File: config.mk
export PLATFORM = sky130hd
export DESIGN_NAME = serial_tx_core
export DESIGN_NICKNAME = d
export VERILOG_FILES = /design/src/rtl/serial_tx_pkg.sv /design/src/rtl/serial_tx_dpath.sv /design/src/rtl/serial_tx_ctrl.sv /design/src/rtl/serial_tx_core.sv
export SDC_FILE = /design/constraint.sdc
export NUM_CORES = 1
export LEC_CHECK = 0
export BUFFER_PORTS_ARGS = -buffer_cell sky130_fd_sc_hd__buf_2
export CAP_MARGIN = 20
export CELL_PAD_IN_SITES_DETAIL_PLACEMENT = 1
export CELL_PAD_IN_SITES_GLOBAL_PLACEMENT = 1
export CORE_ASPECT_RATIO = 1.4
export CORE_MARGIN = 1.5
export CORE_UTILIZATION = 49
export DETAILED_ROUTE_END_ITERATION = 10
export PLACE_DENSITY_LB_ADDON = 0.2
export SLEW_MARGIN = 15
export SYNTH_ARGS = -nofsm -noshare
export SYNTH_HDL_FRONTEND = slang
export SYNTH_SLANG_ARGS = --single-unit
export TNS_END_PERCENT = 100
File: constraint.sdc
create_clock -name clk -period 6.9 [get_ports clk]
set_input_delay 0 -clock clk [delete_from_list [all_inputs] [get_ports clk]]
set_output_delay 0 -clock clk [all_outputs]
set_load 0.02 [all_outputs]
File: src/rtl/serial_tx_pkg.sv
package serial_tx_pkg;

  typedef enum logic [2:0] {
    ST_IDLE,
    ST_START,
    ST_DATA,
    ST_PARITY,
    ST_STOP
  } txState_e;

  typedef enum logic [1:0] {
    LINE_MARK,
    LINE_SPACE,
    LINE_DATA,
    LINE_PARITY
  } lineSel_e;

  // strobes from the sequencer to the datapath
  typedef struct packed {
    logic     pop;
    logic     shift;
    lineSel_e lineSel;
  } txStrobe_t;

endpackage

File: src/rtl/serial_tx_dpath.sv
module serial_tx_dpath
  import serial_tx_pkg::*;
#(
  parameter int DATA_W = 8,
  parameter int MIN_W  = 5,
  parameter int DEPTH  = 4,
  parameter int LEN_W  = 2
) (
  input  logic              clk,
  input  logic              rstN,
  input  logic              wrValid,
  input  logic [DATA_W-1:0] wrData,
  input  logic [LEN_W-1:0]  wordLen,
  input  logic              parityOdd,
  input  txStrobe_t         strobe,
  output logic              fifoEmpty,
  output logic              fifoFull,
  output logic              txLine
);

  localparam int PTR_W = (DEPTH > 1) ? $clog2(DEPTH) : 1;
  localparam int CNT_W = $clog2(DEPTH + 1);

  logic [DATA_W-1:0] store [DEPTH];
  logic [PTR_W-1:0]  rdPtr, wrPtr;
  logic [CNT_W-1:0]  count;
  logic [DATA_W-1:0] shiftReg;
  logic              parityBit;
  logic              wrAccept;
  logic [DATA_W-1:0] lenMask;

  function automatic logic [PTR_W-1:0] ptrInc(input logic [PTR_W-1:0] p);
    return (p == PTR_W'(DEPTH - 1)) ? '0 : p + 1'b1;
  endfunction

  assign fifoEmpty = (count == '0);
  assign fifoFull  = (count == CNT_W'(DEPTH));
  assign wrAccept  = wrValid && !fifoFull;

  always_comb begin
    lenMask = '0;
    for (int i = 0; i < DATA_W; i++)
      lenMask[i] = (i < MIN_W + int'(wordLen));
  end

  always_ff @(posedge clk) begin
    if (wrAccept) store[wrPtr] <= wrData;
  end

  always_ff @(posedge clk) begin
    if (!rstN) begin
      rdPtr     <= '0;
      wrPtr     <= '0;
      count     <= '0;
      shiftReg  <= '0;
      parityBit <= 1'b0;
    end else begin
      if (wrAccept) wrPtr <= ptrInc(wrPtr);
      if (strobe.pop) begin
        rdPtr     <= ptrInc(rdPtr);
        shiftReg  <= store[rdPtr];
        parityBit <= (^(store[rdPtr] & lenMask)) ^ parityOdd;
      end else if (strobe.shift) begin
        shiftReg <= shiftReg >> 1;
      end
      count <= count + CNT_W'(wrAccept) - CNT_W'(strobe.pop);
    end
  end

  always_comb begin
    case (strobe.lineSel)
      LINE_SPACE:  txLine = 1'b0;
      LINE_DATA:   txLine = shiftReg[0];
      LINE_PARITY: txLine = parityBit;
      default:     txLine = 1'b1;
    endcase
  end

  // a write into a full store without a pop leaves the level unchanged
  p_no_overflow_r8: assert property (@(posedge clk) disable iff (!rstN)
    fifoFull && wrValid && !strobe.pop |=> $stable(count) && fifoFull);

  // the sequencer only pops a store that holds something
  p_pop_nonempty_r5: assert property (@(posedge clk) disable iff (!rstN)
    strobe.pop |-> !fifoEmpty);

endmodule

File: src/rtl/serial_tx_ctrl.sv
module serial_tx_ctrl
  import serial_tx_pkg::*;
#(
  parameter int DATA_W = 8,
  parameter int MIN_W  = 5,
  parameter int TICKS  = 16,
  parameter int LEN_W  = 2
) (
  input  logic             clk,
  input  logic             rstN,
  input  logic             tickEn,
  input  logic             txEnable,
  input  logic             fifoEmpty,
  input  logic [LEN_W-1:0] wordLen,
  input  logic             parityEn,
  input  logic             twoStop,
  output txStrobe_t        strobe,
  output logic             active
);

  localparam int TICK_W = $clog2(TICKS);
  localparam int BIT_W  = $clog2(DATA_W);

  txState_e          state, stateN;
  logic [TICK_W-1:0] tickCnt;
  logic [BIT_W-1:0]  bitCnt, lastIdx;
  logic              parEnL, twoStopL;
  logic              bitEnd, stopDone, canStart;

  assign bitEnd   = tickEn && (tickCnt == TICK_W'(TICKS - 1));
  assign stopDone = (state == ST_STOP) && bitEnd && (!twoStopL || bitCnt != '0);
  assign canStart = txEnable && !fifoEmpty && (state == ST_IDLE || stopDone);
  assign active   = (state != ST_IDLE);

  always_comb begin
    stateN         = state;
    strobe.pop     = canStart;
    strobe.shift   = 1'b0;
    strobe.lineSel = LINE_MARK;
    case (state)
      ST_START:  strobe.lineSel = LINE_SPACE;
      ST_DATA:   strobe.lineSel = LINE_DATA;
      ST_PARITY: strobe.lineSel = LINE_PARITY;
      default:   strobe.lineSel = LINE_MARK;
    endcase
    if (canStart) begin
      stateN = ST_START;
    end else if (bitEnd) begin
      case (state)
        ST_START: stateN = ST_DATA;
        ST_DATA: begin
          strobe.shift = 1'b1;
          if (bitCnt == lastIdx) stateN = parEnL ? ST_PARITY : ST_STOP;
        end
        ST_PARITY: stateN = ST_STOP;
        ST_STOP:   if (stopDone) stateN = ST_IDLE;
        default:   stateN = state;
      endcase
    end
  end

  always_ff @(posedge clk) begin
    if (!rstN) begin
      state    <= ST_IDLE;
      tickCnt  <= '0;
      bitCnt   <= '0;
      lastIdx  <= '0;
      parEnL   <= 1'b0;
      twoStopL <= 1'b0;
    end else begin
      state <= stateN;
      if (canStart || state == ST_IDLE) tickCnt <= '0;
      else if (tickEn) tickCnt <= bitEnd ? '0 : tickCnt + 1'b1;
      if (canStart) begin
        bitCnt   <= '0;
        lastIdx  <= BIT_W'(MIN_W - 1) + BIT_W'(wordLen);
        parEnL   <= parityEn;
        twoStopL <= twoStop;
      end else if (bitEnd) begin
        if (state == ST_DATA)      bitCnt <= (bitCnt == lastIdx) ? '0 : bitCnt + 1'b1;
        else if (state == ST_STOP) bitCnt <= bitCnt + 1'b1;
        else                       bitCnt <= '0;
      end
    end
  end

  // a disabled idle transmitter does not start a frame
  p_hold_disabled_r7: assert property (@(posedge clk) disable iff (!rstN)
    state == ST_IDLE && !txEnable |=> state == ST_IDLE);

  // the data bit index never passes the configured length
  p_data_len_r2: assert property (@(posedge clk) disable iff (!rstN)
    state == ST_DATA |-> bitCnt <= lastIdx);

endmodule

File: src/rtl/serial_tx_core.sv
module serial_tx_core
  import serial_tx_pkg::*;
#(
  parameter int DATA_W = 8,
  parameter int MIN_W  = 5,
  parameter int DEPTH  = 4,
  parameter int TICKS  = 16
) (
  input  logic              clk,
  input  logic              rstN,
  input  logic              tickEn,
  input  logic              txEnable,
  input  logic              wrValid,
  input  logic [DATA_W-1:0] wrData,
  input  logic [1:0]        cfgWordLen,
  input  logic              cfgParityEn,
  input  logic              cfgParityOdd,
  input  logic              cfgTwoStop,
  output logic              txLine,
  output logic              fifoEmpty,
  output logic              fifoFull,
  output logic              busy
);

  txStrobe_t strobe;
  logic      active;

  serial_tx_ctrl #(.DATA_W(DATA_W), .MIN_W(MIN_W), .TICKS(TICKS), .LEN_W(2)) u_ctrl (
    .clk(clk), .rstN(rstN), .tickEn(tickEn), .txEnable(txEnable),
    .fifoEmpty(fifoEmpty), .wordLen(cfgWordLen), .parityEn(cfgParityEn),
    .twoStop(cfgTwoStop), .strobe(strobe), .active(active)
  );

  serial_tx_dpath #(.DATA_W(DATA_W), .MIN_W(MIN_W), .DEPTH(DEPTH), .LEN_W(2)) u_dpath (
    .clk(clk), .rstN(rstN), .wrValid(wrValid), .wrData(wrData),
    .wordLen(cfgWordLen), .parityOdd(cfgParityOdd), .strobe(strobe),
    .fifoEmpty(fifoEmpty), .fifoFull(fifoFull), .txLine(txLine)
  );

  assign busy = !fifoEmpty || active;

  // an idle block holds the line high
  p_idle_mark_r6: assert property (@(posedge clk) disable iff (!rstN)
    !busy |-> txLine);

  // an accepted write raises busy on the next cycle
  p_busy_on_write_r6: assert property (@(posedge clk) disable iff (!rstN)
    wrValid && !fifoFull |=> busy);

endmodule

Word level (Yosys, flattened, before mapping)
Memories as Yosys holds them, arrays and structs flattened. A register that Yosys moved wholly into a read port is not among the register bits.
Cells that the tools add are included.
W data, S select, Z words.
- add/sub/neg operators: 8
- $mul: 0
- divide/modulo/power cells: 0
- magnitude comparators: 8
- equality and inequality tests: 16
- shift-type cells: 0
- multiplexer cells: 23
- bitwise operators: 3
- reduce and logical (&&, ||, !) cells: 26
- operator list (kind ; count):
    $lt A4 B32 Y1 const A ; 4
    $lt A3 B32 Y1 const A ; 2
    $lt A1 B32 Y1 const A ; 1
    $lt A2 B32 Y1 const A ; 1
    $mux W3 ; 6
    $mux W8 ; 2
    $pmux W3 S4 ; 1
    $and A8 B8 Y8 ; 1
    $eq A2 B2 Y1 const B ; 4
    $mux W2 ; 4
    $reduce_and A4 Y1 ; 2
    $reduce_xor A8 Y1 ; 1
    $mux W1 ; 7
    $eq A3 B2 Y1 const B ; 2
    $eq A3 B3 Y1 const B ; 2
    $logic_and A1 B1 Y1 ; 6
    $logic_not A3 Y1 ; 2
    $ne A3 B1 Y1 const B ; 2
    $pmux W2 S3 ; 1
    $reduce_bool A3 Y1 ; 2
    $reduce_bool A5 Y1 ; 1
    $add A2 B1 Y2 const B ; 2
    $add A3 B2 Y4 const A ; 1
    $add A4 B1 Y4 const B ; 1
    18 further kinds ; 26
- register bits after elaboration: 31
- bits in latches: 0
- memory bits (writable): 32
- bits in read-only memories: 0
- input bits: 18
- output and inout port bits: 4
- logic and storage cells: 97
- memories: 1
- memory list (name ; depth ; width ; read ports ; clocked after memory_dff ; wr ports ; RTL line ; RTL):
    u_dpath.store ; 4 ; 8 ; 1 ; 1 ; 1 ; serial_tx_dpath.sv:24 ; logic [DATA_W-1:0] store [DEPTH];

Longest topological paths before layout
- word-level depth: 9
- mapped depth: 14
- depth with buffers taken out: 12

Cells and area by module
Synthesis repeated with hierarchy kept, for this count alone.
- cells, all modules: 234
- area total of the unflattened synthesis: 2965.3 um2
- by module, submodules not included (module ; times used ; cells an instance ; area an instance (um2) ; sequential area each (um2)):
    serial_tx_dpath ; 1 ; 143 ; 2144.6 ; 1321.3
    serial_tx_ctrl ; 1 ; 90 ; 814.5 ; 300.3
    serial_tx_core ; 1 ; 1 ; 6.3 ; 0.0

Least setup slack after synthesis
Ideal clock, no wire load.
- path type: register to register
- start point: register u_dpath.count[2]
- end point: register u_dpath.count[2]
- setup time: 115 ps
- arrival: 2802 ps
- required time: 6785 ps
- slack: 3983 ps
- stages on the path, launching flop included: 13
- path buffers: 2
- clock period less this slack: 2917 ps
- path through: dfxtp_1 -> nor3_1 -> nand2b_1 -> a21o_1 -> buf_2 -> clkinv_1 -> buf_2 -> ha_1 -> inv_1 -> ha_1 -> fa_1 -> xnor2_1 -> and2_1
- cells in the longest elaborated chain, start to end: 5
- elaborated cells between the ends (all ways): 9
- those cells by class: 2 x add/sub; 1 x eq/ne; 6 x reduce/logical
- RTL lines (item ; RTL line ; RTL):
    from (decl) ; serial_tx_dpath.sv:26 ; logic [CNT_W-1:0] count;
    from (signal assigned) ; serial_tx_dpath.sv:66 ; count <= count + CNT_W'(wrAccept) - CNT_W'(strobe.pop);
    $logic_not A3 Y1 ; serial_tx_dpath.sv:36 ; assign fifoEmpty = (count == '0);
    via fifoEmpty ; serial_tx_core.sv:20 ; output logic fifoEmpty,
    $logic_not A1 Y1 ; serial_tx_ctrl.sv:32 ; assign canStart = txEnable && !fifoEmpty && (state == ST_IDLE || stopDone);
    $logic_and A1 B1 Y1 (2 in a row) ; serial_tx_ctrl.sv:32 ;
    via u_ctrl.canStart ; serial_tx_ctrl.sv:28 ; logic bitEnd, stopDone, canStart;
    $sub A3 B1 Y3 ; serial_tx_dpath.sv:66 ;
The timed path passes the listed nets, and every way through them passes these cells.
A chain may end at the register's enable or synchronous reset.

Final worst setup path
- start point: register u_ctrl.tickCnt[0]
- end point: register u_dpath.count[2]
- cells in the longest elaborated chain, start to end: 7
- RTL lines (item ; RTL line ; RTL):
    from (decl) ; serial_tx_ctrl.sv:25 ; logic [TICK_W-1:0] tickCnt;
    from (signal assigned) ; serial_tx_ctrl.sv:73 ; else if (tickEn) tickCnt <= bitEnd ? '0 : tickCnt + 1'b1;
    $eq A4 B4 Y1 ; serial_tx_ctrl.sv:30 ; assign bitEnd = tickEn && (tickCnt == TICK_W'(TICKS - 1));
    $logic_and A1 B1 Y1 ; serial_tx_ctrl.sv:30 ;
    $logic_and A1 B1 Y1 (2 in a row) ; serial_tx_ctrl.sv:31 ; assign stopDone = (state == ST_STOP) && bitEnd && (!twoStopL || bitCnt != '0);
    $logic_or A1 B1 Y1 ; serial_tx_ctrl.sv:32 ;
    $logic_and A1 B1 Y1 ; serial_tx_ctrl.sv:32 ;
    $sub A3 B1 Y3 ; serial_tx_dpath.sv:66 ;
No other way between the ends.

==> out/qor.yml <==
global_route:
  grt_pass1_vias: 2012
  antenna_found_initial: 0
  grt_first_pass_wirelength_mm: 9.38
  gr-usage-all-layers_pct: 20.0
  grt_max_degree: 20
  overflow: 0
placed_design:
  gp_congestion: 0.726
  port_buffers: 21
  hpwl_mm: 4.05
  pre_cts_slack_ps: 3380
timing:
  skew_ps: 14.6
  setup_viol: 0
  rsz0062_at_grt: "false"
  worst_pin_slew_ps: 832
  slew_violations: 0
  worst_slack_ps: 3390
  relSlewSlack_pct: 44.1
  min_period_ps: 3510
  tns_ps: 0
  fmax_mhz: 285
  finalHoldViolCount: 0
  fin_crit_sh_pct: 50.9
detailed_routing:
  wl_per_cell_um: 16.3
  drc: 0
  ant_nets: 0
  drtPass1Iterations: 4
  vias: 1961
  avgViaCountPerCell: 5.54
  drt_wl_total_mm: 5.77
  drt_iter0_drc: 68
logic_synthesis:
  yosysWarnings: 0
  yosys.cell_types.count: 46
  synth_flop_cell: "dfxtp_1"
  netlist_area_um2: 2940
  syn-num-nets: 275
  synth-seq-cells: 65
  synth_edf_count: 32
  async_flop_share_pct: 0
  ys_seq_area_share_pct: 55.1
  syn_inst: 246
  syn_area_per_cell_um2: 12.0
worst_setup_path:
  critPathMaxFanout: 18
  critical_path.top_delay_family: "adder cells"
  crit_path_end_kind: "register"
  cp_num_buf_inv: 2
  arrival_ps: 3760
  required_ps: 7140
  cp_common_cell: "ha_1"
  reg2reg_depth: 11
  cp-start-kind: "register"
  worstSetupPathDepth: 11
  critPathMaxStageDelay_ps: 600
  crit_path_cell_trace: "ha_1 > and4_1 > nand4_1 > a21o_1 > clkinv_1 > ha_1 > inv_1 > ha_1 > fa_1 > xnor2_1 > and2_1"
  path_class: "register to register"
  slowest_stage: "clkinv_1"
floorplan:
  io_pins: 22
  fp-row-count: 33
  coreArea_um2: 5820
  chipHeight_um: 94.7
  dieArea_um2: 6480
  die_w_um: 68.5
  start_util_pct: 50.5
hold_path:
  holdPathStages: 2
  min_path_type: "primary input to register"
power_and_ir_drop:
  vdd_drop_max_mv: 0.228
  cellLeakagePower_nw: 1.23
  power_density_nw_per_um2: 340
final_layout:
  nets: 308
  synthToLayoutAreaGrowth_pct: 16.2
  drive_above_1_share_pct: 15.1
  antenna_cells: 0
clocking:
  insertion_delay_ps: 340
  tritoncts: "done"
  root_buffer: "clkbuf_8"
  clk_path_buf_depth: 2
  cts_num_sinks: 65
  htree_levels: 3
  clk_pin_slew_ps: 80
  cts_buffers: 9
  postCtsSetupBuffers: 0
run:
  drv_cap: 0
outcome:
  run_status: "completed"
## logic make-up after synthesis
| kind of cell | count (synthesis) | synth area share [%] |
|---|---|---|
| buffers and inverters | 25 | 3.91 |
| xor gates and xnor gates | 12 | 4.30 |
| adders and majority gates | 11 | 4.94 |
| AOI/OAI and AO/OA | 50 | 11.4 |
| DFF | 65 | 55.1 |
| muxes | 11 | 7.66 |
| and+or+nand+nor | 72 | 12.7 |
## metrics by stage
step / instance area, µm² / hold WS, ps / utilization, % / power [W] / cells
after floorplan: 2940 / 98.9 / - / 0.000737 / 246
after global placement: 3070 / 210 / 52.7 / 0.000797 / 325
after detailed placement: 3070 / 215 / 52.7 / 0.000811 / 325
after CTS: 3420 / 43.9 / 58.7 / 0.00117 / 354
after global routing: 3420 / 76.9 / 58.7 / 0.00122 / 354
final: 3420 / 49.5 / 58.7 / 0.00116 / 354
## report_power, final
part / internal (W) / switching [W] / leakage (nW)
clock: 0.000203 / 0.000151 / 0.109
combinational: 0.000142 / 0.000163 / 0.561
sequential: 0.000461 / 0.0000395 / 0.562
total: 0.000806 / 0.000354 / 1.23
## cells in the final DEF (no fill, tap or decap), types with 9 or more instances in the layout
cell / synthesis / routed
a21boi_0: 11 / 11
a21oi_1: 10 / 10
buf_2: 3 / 21
clkbuf_8: 1 / 9
dfxtp_1: 33 / 33
dlygate4sd3_1: 0 / 13
edfxtp_1: 32 / 32
ha_1: 10 / 10
inv_1: 12 / 12
nand2_1: 17 / 17
nand3_1: 11 / 11
nor2_1: 12 / 12
## final timing paths
kind	start	end	slack, ps
max reg2reg	u_ctrl.tickCnt[0]	u_dpath.count[2]	3390
min	rstN	u_ctrl.lastIdx[2]	50
min reg2reg	u_ctrl.parEnL	u_ctrl.parEnL	480
max	u_ctrl.tickCnt[0]	u_dpath.count[2]	3390
## registers in the layout (all words and copies together) (netlist names), 2 cells and up, named ones only
register / flops
u_ctrl.state: 3
u_ctrl.bitCnt: 3
u_dpath.wrPtr: 2
u_ctrl.tickCnt: 4
u_dpath.count: 3
u_dpath.rdPtr: 2
u_dpath.store: 32
u_ctrl.lastIdx: 3
u_dpath.shiftReg: 8
## worst reg2reg max path: stages, from the launching register on
cell and delay, ps:
dfxtp_1 350, ha_1 240, and4_1 250, nand4_1 120, a21o_1 500, clkinv_1 600, ha_1 490, inv_1 40
ha_1 180, fa_1 370, xnor2_1 130, and2_1 150
## final cells by class
| cell class | count | area (µm²) |
|---|---|---|
| flip-flops and latches | 65 | 1620 |
| fillers | 605 | 2410 |
| clock inverters | 7 | 95.1 |
| inverters | 13 | 48.8 |
| multi-input cells | 156 | 1200 |
| repair buffers | 34 | 235 |
| clock buffers | 9 | 124 |
| well taps | 70 | 87.6 |
## timing repair
| item | 4_1_cts | 5_1_grt |
|---|---|---|
| gates resized for setup | 0 | 0 |
| endpoints found under the hold margin | 37 | 0 |
| hold buffers | 13 | 0 |
## Yosys cell counts, types with 2 or more instances
library cell  count  area (µm²)
nand3_1          11        55.1
inv_1            12        45.0
o211ai_1          2        15.0
nand2_1          17        63.8
nor2_1           12        45.0
xnor2_1           7        61.3
and2_1            7        43.8
nor3_1            3        15.0
xor2_1            3        26.3
buf_2             3        15.0
mux4_1            4         105
a21oi_1          10        50.1
ha_1             10         125
a211oi_1          2        15.0
mux2i_1           3        30.0
nor2b_1           3        18.8
clkbuf_1          6        22.5
o21ai_0           6        30.0
nand2b_1          5        31.3
nand3b_1          3        22.5
a22oi_1           7        52.6
edfxtp_1         32         961
a31oi_1           5        31.3
nor3b_1           3        22.5
mux4_2            4        90.1
nand4_1           3        18.8
or3_1             2        12.5
a21boi_0         11        82.6
dfxtp_1          33         661
## metal layers
| metal | vias up | GRT usage (%) | routed length, µm |
|---|---|---|---|
| met3 | 12 | 4.65 | 132 |
| met1 | 957 | 23.5 | 2470 |
| li1 | 967 | - | - |
| met5 | - | 0 | 0 |
| met4 | 0 | 8.17 | 106 |
| met2 | 25 | 34.2 | 3060 |
Power figures use the tool's default switching activity.
